`src/rtl/bcs_pkg.sv`:
```
// Package: shared cycle-type encoding for the bus cycle sequencer.
// Assumes: 4-bit cycle codes; code values are decoded by neighbouring blocks.
package bcs_pkg;

    typedef enum logic [3:0] {
        CY_IDLE  = 4'd0,
        CY_DREQ  = 4'd1,
        CY_DMARD = 4'd2,
        CY_DMAWR = 4'd3,
        CY_STRD  = 4'd4,
        CY_STDMA = 4'd5,
        CY_STCLR = 4'd6,
        CY_IORD  = 4'd7,
        CY_IOWR  = 4'd8,
        CY_CTLRD = 4'd9,
        CY_CTLWR = 4'd10,
        CY_LATRD = 4'd11
    } cyc_t;

    // Host target selector values on host_kind
    localparam logic [1:0] HK_ONBOARD = 2'd0;
    localparam logic [1:0] HK_CTLREG  = 2'd1;

    // True for cycles issued by the host
    function automatic logic is_host(input cyc_t c);
        return (c == CY_IORD) || (c == CY_IOWR) || (c == CY_LATRD) ||
               (c == CY_CTLRD) || (c == CY_CTLWR);
    endfunction

    // True for short on-board cycles with no wait states
    function automatic logic is_short(input cyc_t c);
        return (c == CY_IORD) || (c == CY_IOWR) || (c == CY_LATRD);
    endfunction

    // True for cycles whose data phase waits on controller ready
    function automatic logic is_ready_class(input cyc_t c);
        return (c == CY_DMARD) || (c == CY_DMAWR) || (c == CY_STRD) ||
               (c == CY_STCLR) || (c == CY_CTLRD) || (c == CY_CTLWR);
    endfunction

endpackage

```
`src/rtl/bcs_arbiter.sv`:
```
// Module: idle-state request arbiter.
// Picks the cycle to start from idle: DMA hold, then the enabled
// interrupt, then the host. Returns CY_IDLE when nothing is pending.
// Assumes: inputs are stable around the sampling edge; purely combinational.
module bcs_arbiter
    import bcs_pkg::*;
(
    input  logic       hold_req,
    input  logic       irq_ok,
    input  logic       host_req,
    input  logic       host_rw,
    input  logic [1:0] host_kind,
    output cyc_t       start_cyc
);

    cyc_t host_cyc;

    // Map the host target and direction to a cycle type
    always_comb begin
        if (host_kind == HK_CTLREG)
            host_cyc = host_rw ? CY_CTLRD : CY_CTLWR;
        else if (host_kind == HK_ONBOARD)
            host_cyc = host_rw ? CY_IORD : CY_IOWR;
        else
            host_cyc = host_rw ? CY_LATRD : CY_IOWR;
    end

    // Fixed-priority choice among pending sources
    always_comb begin
        if (hold_req)
            start_cyc = CY_DREQ;
        else if (irq_ok)
            start_cyc = CY_STRD;
        else if (host_req)
            start_cyc = host_cyc;
        else
            start_cyc = CY_IDLE;
    end

endmodule

```
`src/rtl/bcs_timing.sv`:
```
// Module: per-cycle length and wait-state decoder.
// Gives whether the current phase is a wait state and whether it is the
// final phase of the cycle. Assumes LONG_LEN and SHORT_LEN fit in PW bits
// and WAIT_PH < LONG_LEN.
module bcs_timing
    import bcs_pkg::*;
#(
    parameter int PW        = 3,
    parameter int SHORT_LEN = 4,
    parameter int LONG_LEN  = 6,
    parameter int WAIT_PH   = 2
) (
    input  cyc_t          cyc,
    input  logic [PW-1:0] phase,
    input  logic          bus_grant,
    input  logic          ctl_ready,
    output logic          stall,
    output logic          last_phase
);

    localparam logic [PW-1:0] SHORT_LAST = PW'(SHORT_LEN - 1);
    localparam logic [PW-1:0] LONG_LAST  = PW'(LONG_LEN - 1);
    localparam logic [PW-1:0] WAIT_AT    = PW'(WAIT_PH);

    // Wait-state decision for the current cycle and phase
    always_comb begin
        if (cyc == CY_DREQ)
            stall = !bus_grant;
        else if (cyc == CY_STDMA)
            stall = (phase == '0) && !bus_grant;
        else if (is_ready_class(cyc))
            stall = (phase == WAIT_AT) && !ctl_ready;
        else
            stall = 1'b0;
    end

    // Final-phase decode from the cycle length class
    always_comb begin
        if (cyc == CY_DREQ || cyc == CY_IDLE)
            last_phase = 1'b1;
        else if (is_short(cyc))
            last_phase = (phase == SHORT_LAST);
        else
            last_phase = (phase == LONG_LAST);
    end

endmodule

```
`src/rtl/bcs_phase_ctr.sv`:
```
// Module: sub-cycle phase counter.
// Restarts at zero at each cycle boundary and advances on unstalled clocks.
// Assumes restart has priority over step.
module bcs_phase_ctr #(
    parameter int PW = 3
) (
    input  logic          clk,
    input  logic          rst_n,
    input  logic          restart,
    input  logic          step,
    output logic [PW-1:0] phase
);

    // Phase register update
    always_ff @(posedge clk) begin
        if (!rst_n)
            phase <= '0;
        else if (restart)
            phase <= '0;
        else if (step)
            phase <= phase + 1'b1;
    end

endmodule

```
`src/rtl/bus_cycle_sequencer.sv`:
```
// Module: bus cycle arbiter and sequencer (top).
// Picks a board cycle in idle and runs it phase by phase. DMA cycles
// chain while the hold request stays high. An accepted interrupt runs the
// status read / status DMA / status clear chain. Host cycles run from idle
// back to idle.
// Assumes: synchronous active-low reset; requests are levels held by
// their sources until served.
module bus_cycle_sequencer
    import bcs_pkg::*;
#(
    parameter int PW        = 3,
    parameter int SHORT_LEN = 4,
    parameter int LONG_LEN  = 6,
    parameter int WAIT_PH   = 2
) (
    input  logic          clk,
    input  logic          rst_n,
    input  logic          hold_req,
    input  logic          dma_dir_wr,
    input  logic          ctl_irq,
    input  logic          dma_en,
    input  logic          host_req,
    input  logic          host_rw,
    input  logic [1:0]    host_kind,
    input  logic          bus_grant,
    input  logic          ctl_ready,
    output logic [3:0]    cyc_code,
    output logic [PW-1:0] cyc_phase,
    output logic          hold_ack,
    output logic          bus_req,
    output logic          io_cycle,
    output logic          host_irq,
    output logic          host_ack
);

    cyc_t cur_cyc;
    cyc_t start_cyc;
    cyc_t follow_cyc;
    cyc_t dma_cyc;
    logic stall;
    logic last_phase;
    logic cyc_end;

    bcs_arbiter u_arb (
        .hold_req  (hold_req),
        .irq_ok    (ctl_irq & dma_en),
        .host_req  (host_req),
        .host_rw   (host_rw),
        .host_kind (host_kind),
        .start_cyc (start_cyc)
    );

    bcs_timing #(
        .PW        (PW),
        .SHORT_LEN (SHORT_LEN),
        .LONG_LEN  (LONG_LEN),
        .WAIT_PH   (WAIT_PH)
    ) u_tim (
        .cyc        (cur_cyc),
        .phase      (cyc_phase),
        .bus_grant  (bus_grant),
        .ctl_ready  (ctl_ready),
        .stall      (stall),
        .last_phase (last_phase)
    );

    assign cyc_end = (cur_cyc != CY_IDLE) && !stall && last_phase;

    bcs_phase_ctr #(.PW(PW)) u_ph (
        .clk     (clk),
        .rst_n   (rst_n),
        .restart ((cur_cyc == CY_IDLE) || cyc_end),
        .step    (!stall),
        .phase   (cyc_phase)
    );

    assign dma_cyc = dma_dir_wr ? CY_DMAWR : CY_DMARD;

    // Successor of a cycle that completes this clock
    always_comb begin
        case (cur_cyc)
            CY_DREQ:  follow_cyc = dma_cyc;
            CY_DMARD,
            CY_DMAWR: follow_cyc = hold_req ? dma_cyc : CY_IDLE;
            CY_STRD:  follow_cyc = CY_STDMA;
            CY_STDMA: follow_cyc = CY_STCLR;
            default:  follow_cyc = CY_IDLE;
        endcase
    end

    // Cycle-type state register
    always_ff @(posedge clk) begin
        if (!rst_n)
            cur_cyc <= CY_IDLE;
        else if (cur_cyc == CY_IDLE)
            cur_cyc <= start_cyc;
        else if (cyc_end)
            cur_cyc <= follow_cyc;
    end

    // Output decode from the current cycle
    always_comb begin
        cyc_code = cur_cyc;
        hold_ack = (cur_cyc == CY_DMARD) || (cur_cyc == CY_DMAWR);
        bus_req  = (cur_cyc == CY_DREQ) || hold_ack || (cur_cyc == CY_STDMA);
        io_cycle = is_short(cur_cyc);
        host_irq = (cur_cyc == CY_STCLR);
        host_ack = is_host(cur_cyc) && last_phase;
    end

endmodule

```
`config.mk`:
```
export PLATFORM = sky130hd
export DESIGN_NAME = bus_cycle_sequencer
export DESIGN_NICKNAME = d
export VERILOG_FILES = /design/src/rtl/bcs_pkg.sv /design/src/rtl/bcs_arbiter.sv /design/src/rtl/bcs_timing.sv /design/src/rtl/bcs_phase_ctr.sv /design/src/rtl/bus_cycle_sequencer.sv
export SDC_FILE = /design/constraint.sdc
export NUM_CORES = 1
export LEC_CHECK = 0
export BUFFER_PORTS_ARGS = -buffer_cell sky130_fd_sc_hd__buf_2
export CORE_MARGIN = 3
export CORE_UTILIZATION = 40
export DETAILED_ROUTE_END_ITERATION = 10
export PLACE_DENSITY_LB_ADDON = 0.2
export REMOVE_ABC_BUFFERS = 1
export SKIP_LAST_GASP = 1
export SLEW_MARGIN = 0
export SYNTH_ARGS = -nofsm -noshare
export SYNTH_HDL_FRONTEND = slang
export SYNTH_SLANG_ARGS = --single-unit
export TNS_END_PERCENT = 5
```
`constraint.sdc`:
```
create_clock -name clk -period 2.87 [get_ports clk]
set_clock_uncertainty 0.2 [all_clocks]
set_input_delay 0 -clock clk [delete_from_list [all_inputs] [get_ports clk]]
set_output_delay 0 -clock clk [all_outputs]
set_load 0.05 [all_outputs]
```
==> impl_results.md, run 1 <==
- Wire length of the first global-routing pass: slightly above 3 mm
- Ys flop type: dfxtp_1
- Final worst-path cycle share: between 70% and 80%
- IO buf count: 23
- WL/cell: between 10 and 15 microns
- FP Rows: 15
- Hold WC Path Type: input port to register
- Pwr/cell area: 928 nW/um^2
- Maximum VDD drop: ~0.00051 V
- Reg2Reg Depth: 5
- Post-synth EDFFs: 0
- Fin. Hold Viols: 0
- Clk_lat worst skew: about 250 ps
- Clock share of power: 9.9%
- Core Area: ~1800 sq um
- Global Route met3 Usage: 1.75%
- DRT antenna net count: 0
- Die width: a little over 50 microns
- DR vias: slightly below 800
- Post-CTS Setup Bufs: 0
- Post-DP HPWL: between 1 and 1.5 mm
- CP Launch Type: register
- TritonRoute pass-1 iters: 4
- Netlist cell types: 45
- GP Congestion: 0.771
- Crit path max fanout: 14
- Endpoint class of the critical path: output pin
- Switching Fraction: between 50% and 60%
- CTS tree: built
- Io pins: 24
- Area grow syn2layout: 18.6%
- Rel. slew slack: 55.4%
- Routing usage on met1: a little over a fifth
- Tightest Pin Transition: roughly 670 ps
- Most used routing layer: met1
- Seq pwr share: a little under a quarter
- Arrival time at the worst endpoint: roughly 2000 ps
- DIE HEIGHT: between 50 and 60 microns
- Critical path's slowest cell: dfxtp_1
- Global-route met2 utilization: 21.2%
- Commonest cells post-synth: nand2_1 (10), dfxtp_1 (7), nand2b_1 (7)
- Synth Warn #: 0
- Leak pwr: ~0.4 nW
- Internal power: 0.399 mW
- Residual DRC count: 0
- Final Max Slew Viols: 0
- Post-synth design cell area: about 810 sq um
- Layout fillers: 190
- Sw Pwr: about 0.5 mW
- Max Cap Violations: 0
- Starting Density: approximately 45%
- Minimum clock period: 2250 ps
- Most common cell in the netlist: nand2_1
- Setup TNS Final: 0 ps
- Min-Delay Path Depth: 4
- CTS Hold Buffers Added: 3
- Asr flop ratio synth: 0%
- Share of Yosys cell area claimed by the top area cell type: about 17%
- Register area share after synthesis: around 17%
- Final worst setup slack: between 600 and 700 ps
- Die ar.: 2610 sq um
- Clk buf depth: 2
- Final setup vio count: 0
- Layout Nets: approximately 140
- CTS resizes: 0
- Via-to-Cell Ratio: roughly 5.3
- Largest net degree at the start of global routing: 22
- Synth area leader: dfxtp_1
- # H-tree levels: 1
- Antenna diodes: 0
- GR Util All Layers: between 10 and 15%
- Mean Syn Cell Area: 8.31 sq um
- Clk slew on worst S/H paths: 50 ps
- Outcome: finished clean
- Num CTS Buffers: 3
- CTS root buf: clkbuf_4
- Max stage delay on crit path: between 500 and 600 ps
- Yosys reg bits: 7
- Worst EP required: 2670 ps
- Pre-CTS setup slack: between 800 and 900 ps
- Initial DRC count: 13
- Vias in the first global route: roughly 670
- RSZ-0062 raised after global routing: false
- CTS sink cnt: 7
- Setup CP Type: register to output pin
- Critical path cell sequence: buf_4 -> nand2b_1 -> nor4_2 -> nand4bb_2 -> a21oi_1 -> buf_2
- Routed wire length: 1.79 mm
- Mapped Cells: roughly 100
- Synth top area cells: dfxtp_1 (17%), nand2b_1 (5.4%), mux2i_1 (4.9%)
- Share of cells above drive strength 1: just over 30%
- Antenna violations before repair: 0
- Comb pwr share: between 60% and 70%
- GRT overflow: 0
- Max Clock Freq: 444 MHz
## metal layers
layer	wire, microns	up-vias
met5	0	-
met4	19	0
met3	85	2
met2	770	17
met1	910	348
li1	-	408
## critical path, delay by kind of cell (launching register included)
family          cells  cell delay, ps
simple gates        3             590
flops               1             510
compound gates      1             160
buf+inv             2             540
## power groups by stage
stage          combinational [mW]  sequential, mW  clock [mW]
6_report                    0.593           0.215      0.0888
5_1_grt                     0.637           0.226      0.0975
4_1_cts                     0.595           0.214      0.0923
3_5_place_dp                0.588           0.216           0
3_3_place_gp                0.588           0.213           0
2_1_floorplan               0.380           0.295           0
## final cells by class
type	count	area (sq um)	share of cell area [%]
clock buffers	4	26.3	2.72
repair buffers	27	153	15.8
well taps	25	31.3	3.24
flip-flops and latches	7	140	14.5
multi-input cells	80	604	62.6
inverters	3	11.3	1.17
## cell usage in the layout (no fill, tap or decap), types with 2 or more instances in the layout
cell and n:
nand4b_1 3, and3b_1 2, nor2b_1 3, clkbuf_4 3
a21oi_1 3, mux2i_1 4, dlygate4sd3_1 3, dfxtp_1 7
nand2_1 10, nor2_1 5, o21ai_0 3, nand3_1 5
ha_1 3, inv_1 3, nand2b_1 7, buf_2 23
a211oi_1 4, o21ai_1 3
## through the flow
stage	total power, mW	hold WS (ps)	area (sq um)	instances	utilization (%)
floorplan	0.674	-85.4	756	90	-
global placement	0.801	171	910	139	50.0
detailed placement	0.804	178	910	139	50.0
CTS	0.901	31.5	966	146	53.1
global route	0.960	86.8	966	146	53.1
finish	0.897	42.0	966	146	53.1
## flip-flops by register name (all words and copies together), names as in the netlist
register,cells
cyc_code,4
u_ph.phase,3
## final timing paths
| kind | startpoint | endpoint | slack, ps |
|---|---|---|---|
| worst min register to register | u_ph.phase[0]$_SDFFE_PP0N_ | u_ph.phase[0]$_SDFFE_PP0N_ | 330 |
| worst max-delay path | cyc_code[2]$_SDFFE_PN0P_ | host_ack | 620 |
| worst max register to register | cyc_code[0]$_SDFFE_PN0P_ | cyc_code[0]$_SDFFE_PN0P_ | 750 |
| worst min-delay path | bus_grant | u_ph.phase[2]$_SDFFE_PP0N_ | 40 |
## cells by family after synthesis
logic type               share of synthesized area (%)
buffers and inverters                             8.60
AO/OA/AOI/OAI                                     22.1
XOR/XNOR                                          2.15
AND/OR/NAND/NOR                                   40.4
adder cells (fa/ha/maj)                           4.61
flip-flops                                        17.2
multiplexers                                      4.92
Power figures use the tool's default switching activity.
==> run 2: changes to the inputs <==
- clock period: 2.87 -> 1.9 ns (I/O delays scaled with it)
==> run 2 against run 1 <==
  * Sequential power grew 37%
  * First-iteration DRC count increased by 100%
  * Combinational power grew 79%
  * Power is 66% higher
  * Worst setup slack got worse by 550 ps
  * Via count increased by 9.3%
  * Count of clock-buffer cells in the layout unchanged
  * Highest routed layer unchanged
  * Critical path depth did not move
  * Design area rose by 13%
  * Non-clock buffer count grew 9
==> impl_results.md, run 2 (same netlist as run 1, synthesis figures left out) <==
- Max Cap Violations: 0
- Core Area: roughly 1800 sq um
- CTS root buf: clkbuf_4
- CTS tree: built
- Arrival time at the worst endpoint: between 1500 and 2000 ps
- GR Util All Layers: 17.0%
- Reg2Reg Depth: 5
- Layout fillers: around 180
- Area grow syn2layout: 33.5%
- Top cell by count, worst path: buf_4
- Wire length of the first global-routing pass: ~3.4 mm
- Most frequent cells in the layout: buf_2 (22), nand2_1 (10), buf_4 (10), nand2b_1 (7)
- Crit path launch: cyc_code[3]$_SDFFE_PN0P_
- Crit path max fanout: 7
- Hold Slack: 9.64 ps
- Final core occ: 59.7%
- Starting Density: 44.7%
- Critical path's slowest cell: dfxtp_1
- Dpl cells: approximately 150
- Rel. slew slack: about three quarters
- CP Launch Type: register
- Worst EP required: around 1700 ps
- DRT antenna net count: 0
- Final setup vio count: 0
- Die width: 51.1 microns
- Die ar.: 2610 sq um
- Residual DRC count: 0
- Antenna diodes: 0
- Clk_lat worst skew: between 200 and 300 ps
- Placed cell area: 962 sq um
- Routed wire length: slightly below 2 mm
- Clk slew on worst S/H paths: 50 ps
- Share of cells above drive strength 1: about two fifths
- Pwr Total: ~1.5 mW
- Largest net degree at the start of global routing: 15
- IO buf count: 23
- Maximum VDD drop: 0.000657 V
- Post-DP HPWL: ~1.4 mm
- Fin. Hold Viols: 0
- GRT overflow: 0
- DR vias: between 800 and 900
- Pwr/cell area: between 1000 and 1500 nW/um^2
- GP Congestion: 0.838
- Via-to-Cell Ratio: roughly 5.5
- Layout Nets: 146
- Clk buf depth: 2
- Max stage delay on crit path: 400 ps
- Register area: 149 sq um
- Area of the multi-input gates: between 600 and 700 sq um
- DIE HEIGHT: a little over 50 microns
- Endpoint class of the critical path: output pin
- TritonRoute pass-1 iters: 4
- Final Max Slew Viols: 0
- Commonest non-fill, non-tap cell in the layout: buf_2
- RSZ-0062 raised after global routing: true
- CTS sink cnt: 7
- Pre-CTS setup slack: around 65 ps
- Num CTS Buffers: 3
- Hold WC Path Type: input port to register
- Initial DRC count: 26
- Hold Crit Start: bus_grant
- Final worst-path cycle share: a little over nine tenths
- Outcome: finished clean
- Min-Delay Path Depth: 4
- Setup TNS Final: 0 ps
- Setup CP Type: register to output pin
- Max Clock Freq: around 540 MHz
- Antenna violations before repair: 0
- Final Cell Area: ~1100 sq um
- Max reg flops: 4
- Minimum clock period: 1840 ps
- R2R Path Start: cyc_code[3]$_SDFFE_PN0P_
- Leak pwr: 0.455 nW
- Final worst setup slack: roughly 64 ps
- Tightest Pin Transition: approximately 390 ps
- FP Rows: 15
- # H-tree levels: 1
- Vias in the first global route: 753
- Io pins: 24
- Cell Count, Final, Fillers Out: 155
- Critical path cell sequence: buf_4 -> nand3b_2 -> a31oi_4 -> nand4bb_4 -> a21oi_2 -> buf_4
- WL/cell: roughly 13 microns
-- run 2: repair_timing --
action / in CTS / in global routing
setup endpoints to repair: 1 / 8
resized for setup: 5 / 9
hold buffers: 4 / 0
setup buffers: 0 / 1
hold endpoints to repair: 7 / 0
pin swaps: 0 / 2
-- run 2: cell type report --
| cell class | count | area share [%] |
|---|---|---|
| Multi-Input combinational cell | 80 | 59.3 |
| Clock buffer | 4 | 2.42 |
| Sequential cell | 7 | 13.7 |
| Tap cell | 25 | 2.88 |
| Timing Repair Buffer | 36 | 20.7 |
| Inverter | 3 | 1.04 |
-- run 2: per-layer routing --
metal  vias up  GRT usage (%)  routed length, microns
met2        25           25.8                     942
met1       396           23.7                     897
li1        424              -                       -
met4         0           5.38                      12
met5         -              0                       0
met3         2           3.50                      91
-- run 2: worst paths after layout --
kind                                 to  slack, ps
max reg2reg    cyc_code[0]$_SDFFE_PN0P_        110
min          u_ph.phase[2]$_SDFFE_PP0N_         10
min reg2reg  u_ph.phase[1]$_SDFFE_PP0N_        310
max                            host_ack         60
-- run 2: report_power, final --
part           internal (mW)  switching [mW]
clock                 0.0800          0.0526
sequential             0.200          0.0947
combinational          0.413           0.651
total                  0.694           0.798
-- run 2: worst max-delay path, delay by kind of cell (launching register included) --
| kind | cells | cell delay [ps] |
|---|---|---|
| buffers and inverters | 2 | 380 |
| flip-flops | 1 | 400 |
| AO/OA/AOI/OAI | 2 | 260 |
| AND/OR/NAND/NOR | 2 | 350 |
